### src/rtl/sbox_pkg.sv
`timescale 1ns/1ps
package sbox_pkg;

    localparam int SB_DIRS  = 4;
    localparam int SB_CAND  = 8;
    localparam int SB_SEL_W = $clog2(SB_CAND);
    localparam int SB_NB    = 4;
    localparam int SB_CELLS = 4;

    typedef enum int {
        DIR_N = 0,
        DIR_S = 1,
        DIR_E = 2,
        DIR_W = 3
    } sb_dir_e;

    localparam int CELL_NW = 0;
    localparam int CELL_NE = 1;
    localparam int CELL_SW = 2;
    localparam int CELL_SE = 3;

    // Cell feeding the slot-th pair of candidates (slot 0: codes 4/5, slot 1: codes 6/7)
    function automatic int side_cell(int dir, int slot);
        int c;
        case (dir)
            DIR_N:   c = (slot == 0) ? CELL_NW : CELL_NE;
            DIR_S:   c = (slot == 0) ? CELL_SW : CELL_SE;
            DIR_E:   c = (slot == 0) ? CELL_NE : CELL_SE;
            default: c = (slot == 0) ? CELL_NW : CELL_SW;
        endcase
        return c;
    endfunction

endpackage

### src/rtl/sbox_cfg_chain.sv
`timescale 1ns/1ps
module sbox_cfg_chain #(
    parameter int FIELDS = 4,
    parameter int SEL_W  = 3
) (
    input  logic             clk,
    input  logic             rst_n,
    input  logic             shift_en_i,
    input  logic             bit_i,
    output logic [SEL_W-1:0] sel_o [FIELDS]
);

    localparam int TOTAL = FIELDS * SEL_W;

    logic [TOTAL-1:0] chain_q;

    always_ff @(posedge clk or negedge rst_n) begin
        if (!rst_n) begin
            chain_q <= '0;
        end else if (shift_en_i) begin
            chain_q <= {chain_q[TOTAL-2:0], bit_i};
        end
    end

    // field 0 holds the earliest bits shifted in
    for (genvar f = 0; f < FIELDS; f++) begin : g_field
        assign sel_o[f] = chain_q[(FIELDS-1-f)*SEL_W +: SEL_W];
    end


    reset_clear_chk: assert property (@(posedge clk) !rst_n |=> chain_q == '0);


    hold_chk: assert property (@(posedge clk) disable iff (!rst_n)
        !shift_en_i |=> $stable(chain_q));

endmodule

### src/rtl/sbox_bus_mux.sv
`timescale 1ns/1ps
module sbox_bus_mux #(
    parameter int BUS_W = 16,
    parameter int CAND  = 8,
    localparam int SEL_W = $clog2(CAND)
) (
    input  logic [BUS_W-1:0] cand_i [CAND],
    input  logic [SEL_W-1:0] sel_i,
    output logic [BUS_W-1:0] bus_o
);

    always_comb begin
        bus_o = cand_i[sel_i];
    end

endmodule

### src/rtl/sbox_route_top.sv
`timescale 1ns/1ps
module sbox_route_top
    import sbox_pkg::*;
#(
    parameter int BUS_W = 16
) (
    input  logic             clk,
    input  logic             rst_n,
    input  logic             cfg_en,
    input  logic             cfg_bit,
    input  logic [BUS_W-1:0] nb_n_i,
    input  logic [BUS_W-1:0] nb_s_i,
    input  logic [BUS_W-1:0] nb_e_i,
    input  logic [BUS_W-1:0] nb_w_i,
    input  logic [BUS_W-1:0] cell_nw_lo_i,
    input  logic [BUS_W-1:0] cell_nw_hi_i,
    input  logic [BUS_W-1:0] cell_ne_lo_i,
    input  logic [BUS_W-1:0] cell_ne_hi_i,
    input  logic [BUS_W-1:0] cell_sw_lo_i,
    input  logic [BUS_W-1:0] cell_sw_hi_i,
    input  logic [BUS_W-1:0] cell_se_lo_i,
    input  logic [BUS_W-1:0] cell_se_hi_i,
    output logic [BUS_W-1:0] out_n_o,
    output logic [BUS_W-1:0] out_s_o,
    output logic [BUS_W-1:0] out_e_o,
    output logic [BUS_W-1:0] out_w_o
);

    logic [BUS_W-1:0]    nb_bus  [SB_NB];
    logic [BUS_W-1:0]    cell_lo [SB_CELLS];
    logic [BUS_W-1:0]    cell_hi [SB_CELLS];
    logic [BUS_W-1:0]    out_bus [SB_DIRS];
    logic [SB_SEL_W-1:0] sel     [SB_DIRS];

    assign nb_bus[DIR_N] = nb_n_i;
    assign nb_bus[DIR_S] = nb_s_i;
    assign nb_bus[DIR_E] = nb_e_i;
    assign nb_bus[DIR_W] = nb_w_i;

    assign cell_lo[CELL_NW] = cell_nw_lo_i;
    assign cell_hi[CELL_NW] = cell_nw_hi_i;
    assign cell_lo[CELL_NE] = cell_ne_lo_i;
    assign cell_hi[CELL_NE] = cell_ne_hi_i;
    assign cell_lo[CELL_SW] = cell_sw_lo_i;
    assign cell_hi[CELL_SW] = cell_sw_hi_i;
    assign cell_lo[CELL_SE] = cell_se_lo_i;
    assign cell_hi[CELL_SE] = cell_se_hi_i;

    sbox_cfg_chain #(
        .FIELDS (SB_DIRS),
        .SEL_W  (SB_SEL_W)
    ) u_cfg (
        .clk        (clk),
        .rst_n      (rst_n),
        .shift_en_i (cfg_en),
        .bit_i      (cfg_bit),
        .sel_o      (sel)
    );

    for (genvar d = 0; d < SB_DIRS; d++) begin : g_dir
        localparam int CA = side_cell(d, 0);
        localparam int CB = side_cell(d, 1);

        logic [BUS_W-1:0] cand [SB_CAND];

        always_comb begin
            for (int s = 0; s < SB_NB; s++) begin
                cand[s] = nb_bus[s];
            end
            cand[4] = cell_lo[CA];
            cand[5] = cell_hi[CA];
            cand[6] = cell_lo[CB];
            cand[7] = cell_hi[CB];
        end

        sbox_bus_mux #(
            .BUS_W (BUS_W),
            .CAND  (SB_CAND)
        ) u_mux (
            .cand_i (cand),
            .sel_i  (sel[d]),
            .bus_o  (out_bus[d])
        );

        always_comb begin
            if (rst_n) begin

                if (sel[d] < 3'd4) begin
                    nb_route_chk: assert (out_bus[d] == nb_bus[sel[d][1:0]]);
                end

                if (sel[d] == 3'd4) begin
                    near_lo_route_chk: assert (out_bus[d] == cell_lo[CA]);
                end

                if (sel[d] == 3'd7) begin
                    far_hi_route_chk: assert (out_bus[d] == cell_hi[CB]);
                end
            end
        end
    end

    assign out_n_o = out_bus[DIR_N];
    assign out_s_o = out_bus[DIR_S];
    assign out_e_o = out_bus[DIR_E];
    assign out_w_o = out_bus[DIR_W];


    shift_in_chk: assert property (@(posedge clk) disable iff (!rst_n)
        cfg_en |=> sel[DIR_W][0] == $past(cfg_bit));


    field_carry_chk: assert property (@(posedge clk) disable iff (!rst_n)
        cfg_en |=> sel[DIR_N] == {$past(sel[DIR_N][1:0]), $past(sel[DIR_S][2])});

endmodule

### config.mk
export PLATFORM = sky130hd
export DESIGN_NAME = sbox_route_top
export DESIGN_NICKNAME = d
export VERILOG_FILES = /design/src/rtl/sbox_pkg.sv /design/src/rtl/sbox_cfg_chain.sv /design/src/rtl/sbox_bus_mux.sv /design/src/rtl/sbox_route_top.sv
export SDC_FILE = /design/constraint.sdc
export NUM_CORES = 1
export LEC_CHECK = 0
export ABC_AREA = 1
export CORE_MARGIN = 3
export CORE_UTILIZATION = 57
export DETAILED_ROUTE_END_ITERATION = 8
export DONT_BUFFER_PORTS = 1
export GPL_ROUTABILITY_DRIVEN = 0
export GPL_TIMING_DRIVEN = 0
export PLACE_DENSITY_LB_ADDON = 0.05
export SLEW_MARGIN = 20
export SYNTH_ARGS = -nofsm -noshare
export SYNTH_HDL_FRONTEND = slang
export SYNTH_SLANG_ARGS = --single-unit
### constraint.sdc
create_clock -name clk -period 1.3 [get_ports clk]
set_clock_uncertainty 0.15 [all_clocks]
set_input_delay 0.26 -clock clk [delete_from_list [all_inputs] [get_ports clk]]
set_output_delay 0.26 -clock clk [all_outputs]
set_load 0.02 [all_outputs]
==> key figures, run 1 <==
Floorplan
  • # IOs: 260
  • Die H: 110 µm
  • Initial Utilization: 59.2%
  • Die X: 110 µm
  • Site row count: 37

Synth
  • Post-Syn Area: 6170 µm²
  • Syn Nets: 1622
  • #FFs+latches synth: 12
  • Seq/Total Area, Yosys: 4.87%
  • Ys Warns: 0
  • Syn avg cell area: 4.33 µm²
  • Synth cell types: 12
  • Syn Inst Count: 1426

GRT
  • Gr ovfl total: 186
  • Largest net degree at the start of global routing: 13
  • GRT Overall Usage: 85.9%

Clock network
  • CTS root buf: clkbuf_8
  • Total CTS buffers: 3
  • Max Root-Sink Buffers: 2
  • Clock sink total: 12
  • Htree depth: 1

STA
  • Worst_ep grt: out_w_o[9]
  • Worst EP Category: top-level output

Placed design
  • Detailed placement HPWL: 23900 µm
  • Buffers on Ports: 0

Outcome
  • First error: [ERROR GRT-0232] Routing congestion too high. Check the congestion heatmap in the GUI.
  • Status: did not finish
  • Stop stage: global routing
[metal layers]
layer	GRT usage, %	overflow
met3	71.6	8
met4	94.0	61
met5	45.1	0
met1	82.6	2
met2	100	115
[per-stage QoR]
| stage | area, µm² | util [%] | std cells | setup slack, ns | TNS (ns) |
|---|---|---|---|---|---|
| 4_1_cts | 7660 | 73.5 | 1585 | -0.602 | -34.52 |
| 2_1_floorplan | 6600 | - | 1426 | -0.112 | -6.89 |
| 3_5_place_dp | 6770 | 65.0 | 1562 | -0.444 | -23.25 |
| 3_3_place_gp | 6770 | 65.0 | 1562 | -0.447 | -23.22 |
[timing repair]
item,CTS
hold buffers,2
endpoints found under the setup margin,65
pin swaps,65
setup buffers,13
endpoints found under the hold margin,16
resized for setup,177
gates cloned,6
[cell families after synthesis]
group	Yosys count	synth area share, %
flip-flops	12	4.87
AO/OA/AOI/OAI	12	0.973
AND/OR/NAND/NOR	1100	72.1
buffers and inverters	302	22.0
[cells in the mapped netlist]
| master | instances | area share (%) |
|---|---|---|
| buf_1 | 3 | 0.18 |
| clkinv_1 | 4 | 0.24 |
| dfrtp_1 | 12 | 4.9 |
| nand3_1 | 256 | 21 |
| clkbuf_1 | 8 | 0.49 |
| inv_2 | 4 | 0.24 |
| nand2_1 | 844 | 51 |
| buf_4 | 37 | 4.5 |
| buf_6 | 4 | 0.73 |
| o21ai_0 | 12 | 0.97 |
| buf_2 | 46 | 3.7 |
| inv_1 | 196 | 12 |
==> run 2: changes to the inputs <==
Settings changed: CORE_UTILIZATION 57 to 40, PLACE_DENSITY_LB_ADDON 0.05 to 0.15.
Clock period 1.3 ns to 1.7 ns, I/O delays scaled along.
==> run 2 against run 1 <==
The flow now finishes, with violations (negative setup slack). Synthesized cell count stayed put. Area after synthesis stayed put.
==> key figures, run 2 <==
Layout
  • Most common cell after layout, fill and taps aside: nand2_1
  • Commonest non-fill, non-tap cells in the layout: nand2_1, inv_1, nand2_2, nand3_1, nand3_2
  • Layout cell share with drive strength beyond 1: 37.8%
  • Fillers: 1358
  • Area growth syn-to-layout: 53.4%
  • Nets: 1669
  • Largest register FFs: 12
  • # diodes: 0

STA
  • Worst slew pin tran: 0.756 ns
  • RSZ-0062 raised after global routing: true
  • Setup TNS: -19.52 ns
  • Worst hold margin: 0.0407 ns
  • Final setup vio count: 64
  • Slew margin rel.: 49.4%
  • Post-route minimum period: 2.09 ns
  • Hold Violations, Final: 0
  • Final Slew Violations: 0
  • Max Clk Rate: 480 MHz
  • Worst setup margin: -0.385 ns
  • Final period util: 123%

Synth
  • Syn Nets: 1622
  • Post-synth top area share: 51.3%
  • Synth cell types: 12
  • Post-Syn Area: 6170 µm²
  • Post-synth EDFFs: 0
  • Ys Warns: 0
  • #FFs+latches synth: 12
  • Top cells by count, synth: nand2_1, nand3_1, inv_1, buf_2, buf_4
  • Synth Flop Type: dfrtp_1
  • Syn Inst Count: 1426
  • Seq/Total Area, Yosys: 4.87%
  • Async S/R FF share, synth: 100%
  • Count leader, synth: nand2_1
  • Area leader, netlist: nand2_1
  • Top cells by area, synth: nand2_1, nand3_1, inv_1, dfrtp_1, buf_4
  • Syn avg cell area: 4.33 µm²

Detailed routing
  • Average via count per standard cell: 6.15
  • Number of routed nets with antenna violations: 0
  • DRC: 0
  • Drt pass-1 iters: 8
  • WL final: 38100 µm
  • Drt wl/cell: 23.0 µm
  • Number of DRC markers in iteration 0: 1657
  • Vias: 10181

Floorplan
  • Total die area: 17000 µm²
  • Die X: 130 µm
  • Die H: 130 µm
  • Site row count: 44
  • Initial Utilization: 41.7%
  • # IOs: 260
  • CORE AREA: 14800 µm²

Outcome
  • Failing checks: negative setup slack
  • Status: complete, but fails checks

Pwr
  • Net switching power: 4.89 mW
  • Internal Pwr Total: 3.11 mW
  • Share of power burned in combinational logic: 88.7%
  • Flop pwr share: 4.7%
  • Leak pwr: 5.48 nW
  • Sw Share: 61.2%
  • Clock network fraction of design power: 6.5%
  • PwrDens: 846 nW/µm²
  • Peak VDD IR: 557 µV
  • Final Power: 8.00 mW

Critical path
  • Critical path peak fanout: 7
  • Cell count along the critical path: 8
  • R2r worst-path depth: 4
  • WP buf/inv: 3
  • Startpoint types: flop
  • CP max stage cell: dfrtp_2
  • Worst EP required: 1.21 ns
  • Reg2Reg Launch Point: u_cfg.sel_o[3]$_DFFE_PN0P_
  • Critical path arrival: 1.60 ns
  • Delay-heaviest family, CP: simple AND/OR/NAND/NOR gates
  • Reg-to-reg setup timing slack: 0.25 ns
  • CP endpoint kind: output pin
  • Most frequent CP cell: nand2_2
  • Critical path cell sequence: inv_2, buf_12, buf_8, nand2_2, nand3_2, nand2_1, nand2_2, nand2_4
  • Slowest stage delay, CP: 0.45 ns
  • CP startpoint: u_cfg.sel_o[3]$_DFFE_PN0P_
  • Setup CP Type: reg2out

Clock network
  • Total CTS buffers: 3
  • CTS tree: built
  • CTS root buf: clkbuf_16
  • Worst-path clk slew: 0.05 ns
  • Clock latency on the worst-skew pair: 0.25 ns
  • Htree depth: 1
  • Max Root-Sink Buffers: 2
  • Clock sink total: 12

GRT
  • Gr ovfl total: 0
  • Number of global-route vias before repair: 8688
  • Largest net degree at the start of global routing: 13
  • GRT Overall Usage: 38.8%
  • Initial antenna violation count: 0
  • First-pass GRT wire length: 50400 µm

Worst hold path
  • Hold Crit Start: cfg_en
  • Hold Crit Depth: 1
  • Hold Path Class: in2reg

Placed design
  • Buffers on Ports: 0
  • DP Worst Slack: -0.315 ns
  • Detailed placement HPWL: 26400 µm

Run
  • Max Cap Viol: 0
==> run 2: cell counts after synthesis <==
No cell type changed its count.
==> run 2: path summary, 6_finish.rpt <==
kind	endpoint
worst min register to register	u_cfg.sel_o[9]$_DFFE_PN0P_
worst max-delay path	out_e_o[12]
min in group asynchronous	u_cfg.sel_o[7]$_DFFE_PN0P_
max in group asynchronous	u_cfg.sel_o[4]$_DFFE_PN0P_
worst min-delay path	u_cfg.sel_o[11]$_DFFE_PN0P_
worst max register to register	u_cfg.sel_o[3]$_DFFE_PN0P_
==> run 2: logic make-up (layout without fill, tap and decap cells) <==
group                  count (synthesis)  in the layout  share of synthesized area, %
AND/OR/NAND/NOR                     1100           1100                          72.1
buffers and inverters                302            348                          22.0
AO/OA/AOI/OAI                         12             12                         0.973
flip-flops                            12             12                          4.87
==> run 2: cell type report <==
type / instances / area (µm²) / share of cell area, %
repair buffers: 44 / 608 / 6.43
clock buffers: 4 / 88.8 / 0.939
well taps: 184 / 230 / 2.43
flip-flops and latches: 12 / 305 / 3.23
plain buffers: 95 / 1050 / 11.1
repair inverters: 1 / 7.51 / 0.0793
multi-input cells: 1112 / 6380 / 67.5
inverters: 204 / 787 / 8.32
==> run 2: power by group through the flow <==
| stage | combinational, mW | clock (mW) | sequential, mW |
|---|---|---|---|
| after floorplan | 3.24 | 0 | 0.344 |
| after global placement | 4.42 | 0 | 0.350 |
| after detailed placement | 4.44 | 0 | 0.350 |
| after CTS | 5.58 | 0.515 | 0.368 |
| after global routing | 7.39 | 0.522 | 0.382 |
| final | 7.10 | 0.524 | 0.378 |
==> run 2: layer usage <==
| metal | wire [µm] | track usage [%] |
|---|---|---|
| met1 | 13000 | 49.4 |
| met2 | 16200 | 59.3 |
| met3 | 5840 | 11.3 |
| met4 | 3120 | 19.4 |
| met5 | 0 | 0 |
==> run 2: through the flow <==
stage / utilization, % / instances / area, µm²
floorplan: - / 1426 / 6170
global placement: 43.2 / 1610 / 6400
detailed placement: 43.2 / 1610 / 6400
CTS: 53.4 / 1642 / 7910
global route: 63.9 / 1656 / 9460
finish: 63.9 / 1656 / 9460
==> run 2: worst reg2reg max path: stages, from the launching register on <==
cell	delay, ns
dfrtp_2	0.42
inv_2	0.07
buf_12	0.15
buf_8	0.15
o21ai_0	0.35
==> run 2: repair_timing <==
| action | in CTS | in global routing |
|---|---|---|
| setup endpoints to repair | 64 | 64 |
| hold buffers | 1 | 0 |
| gates resized for setup | 348 | 331 |
| pin swaps | 59 | 116 |
| setup buffers | 20 | 4 |
| gates cloned | 9 | 11 |
| endpoints found under the hold margin | 12 | 0 |
No activity file was read; power rests on OpenSTA's default activity.
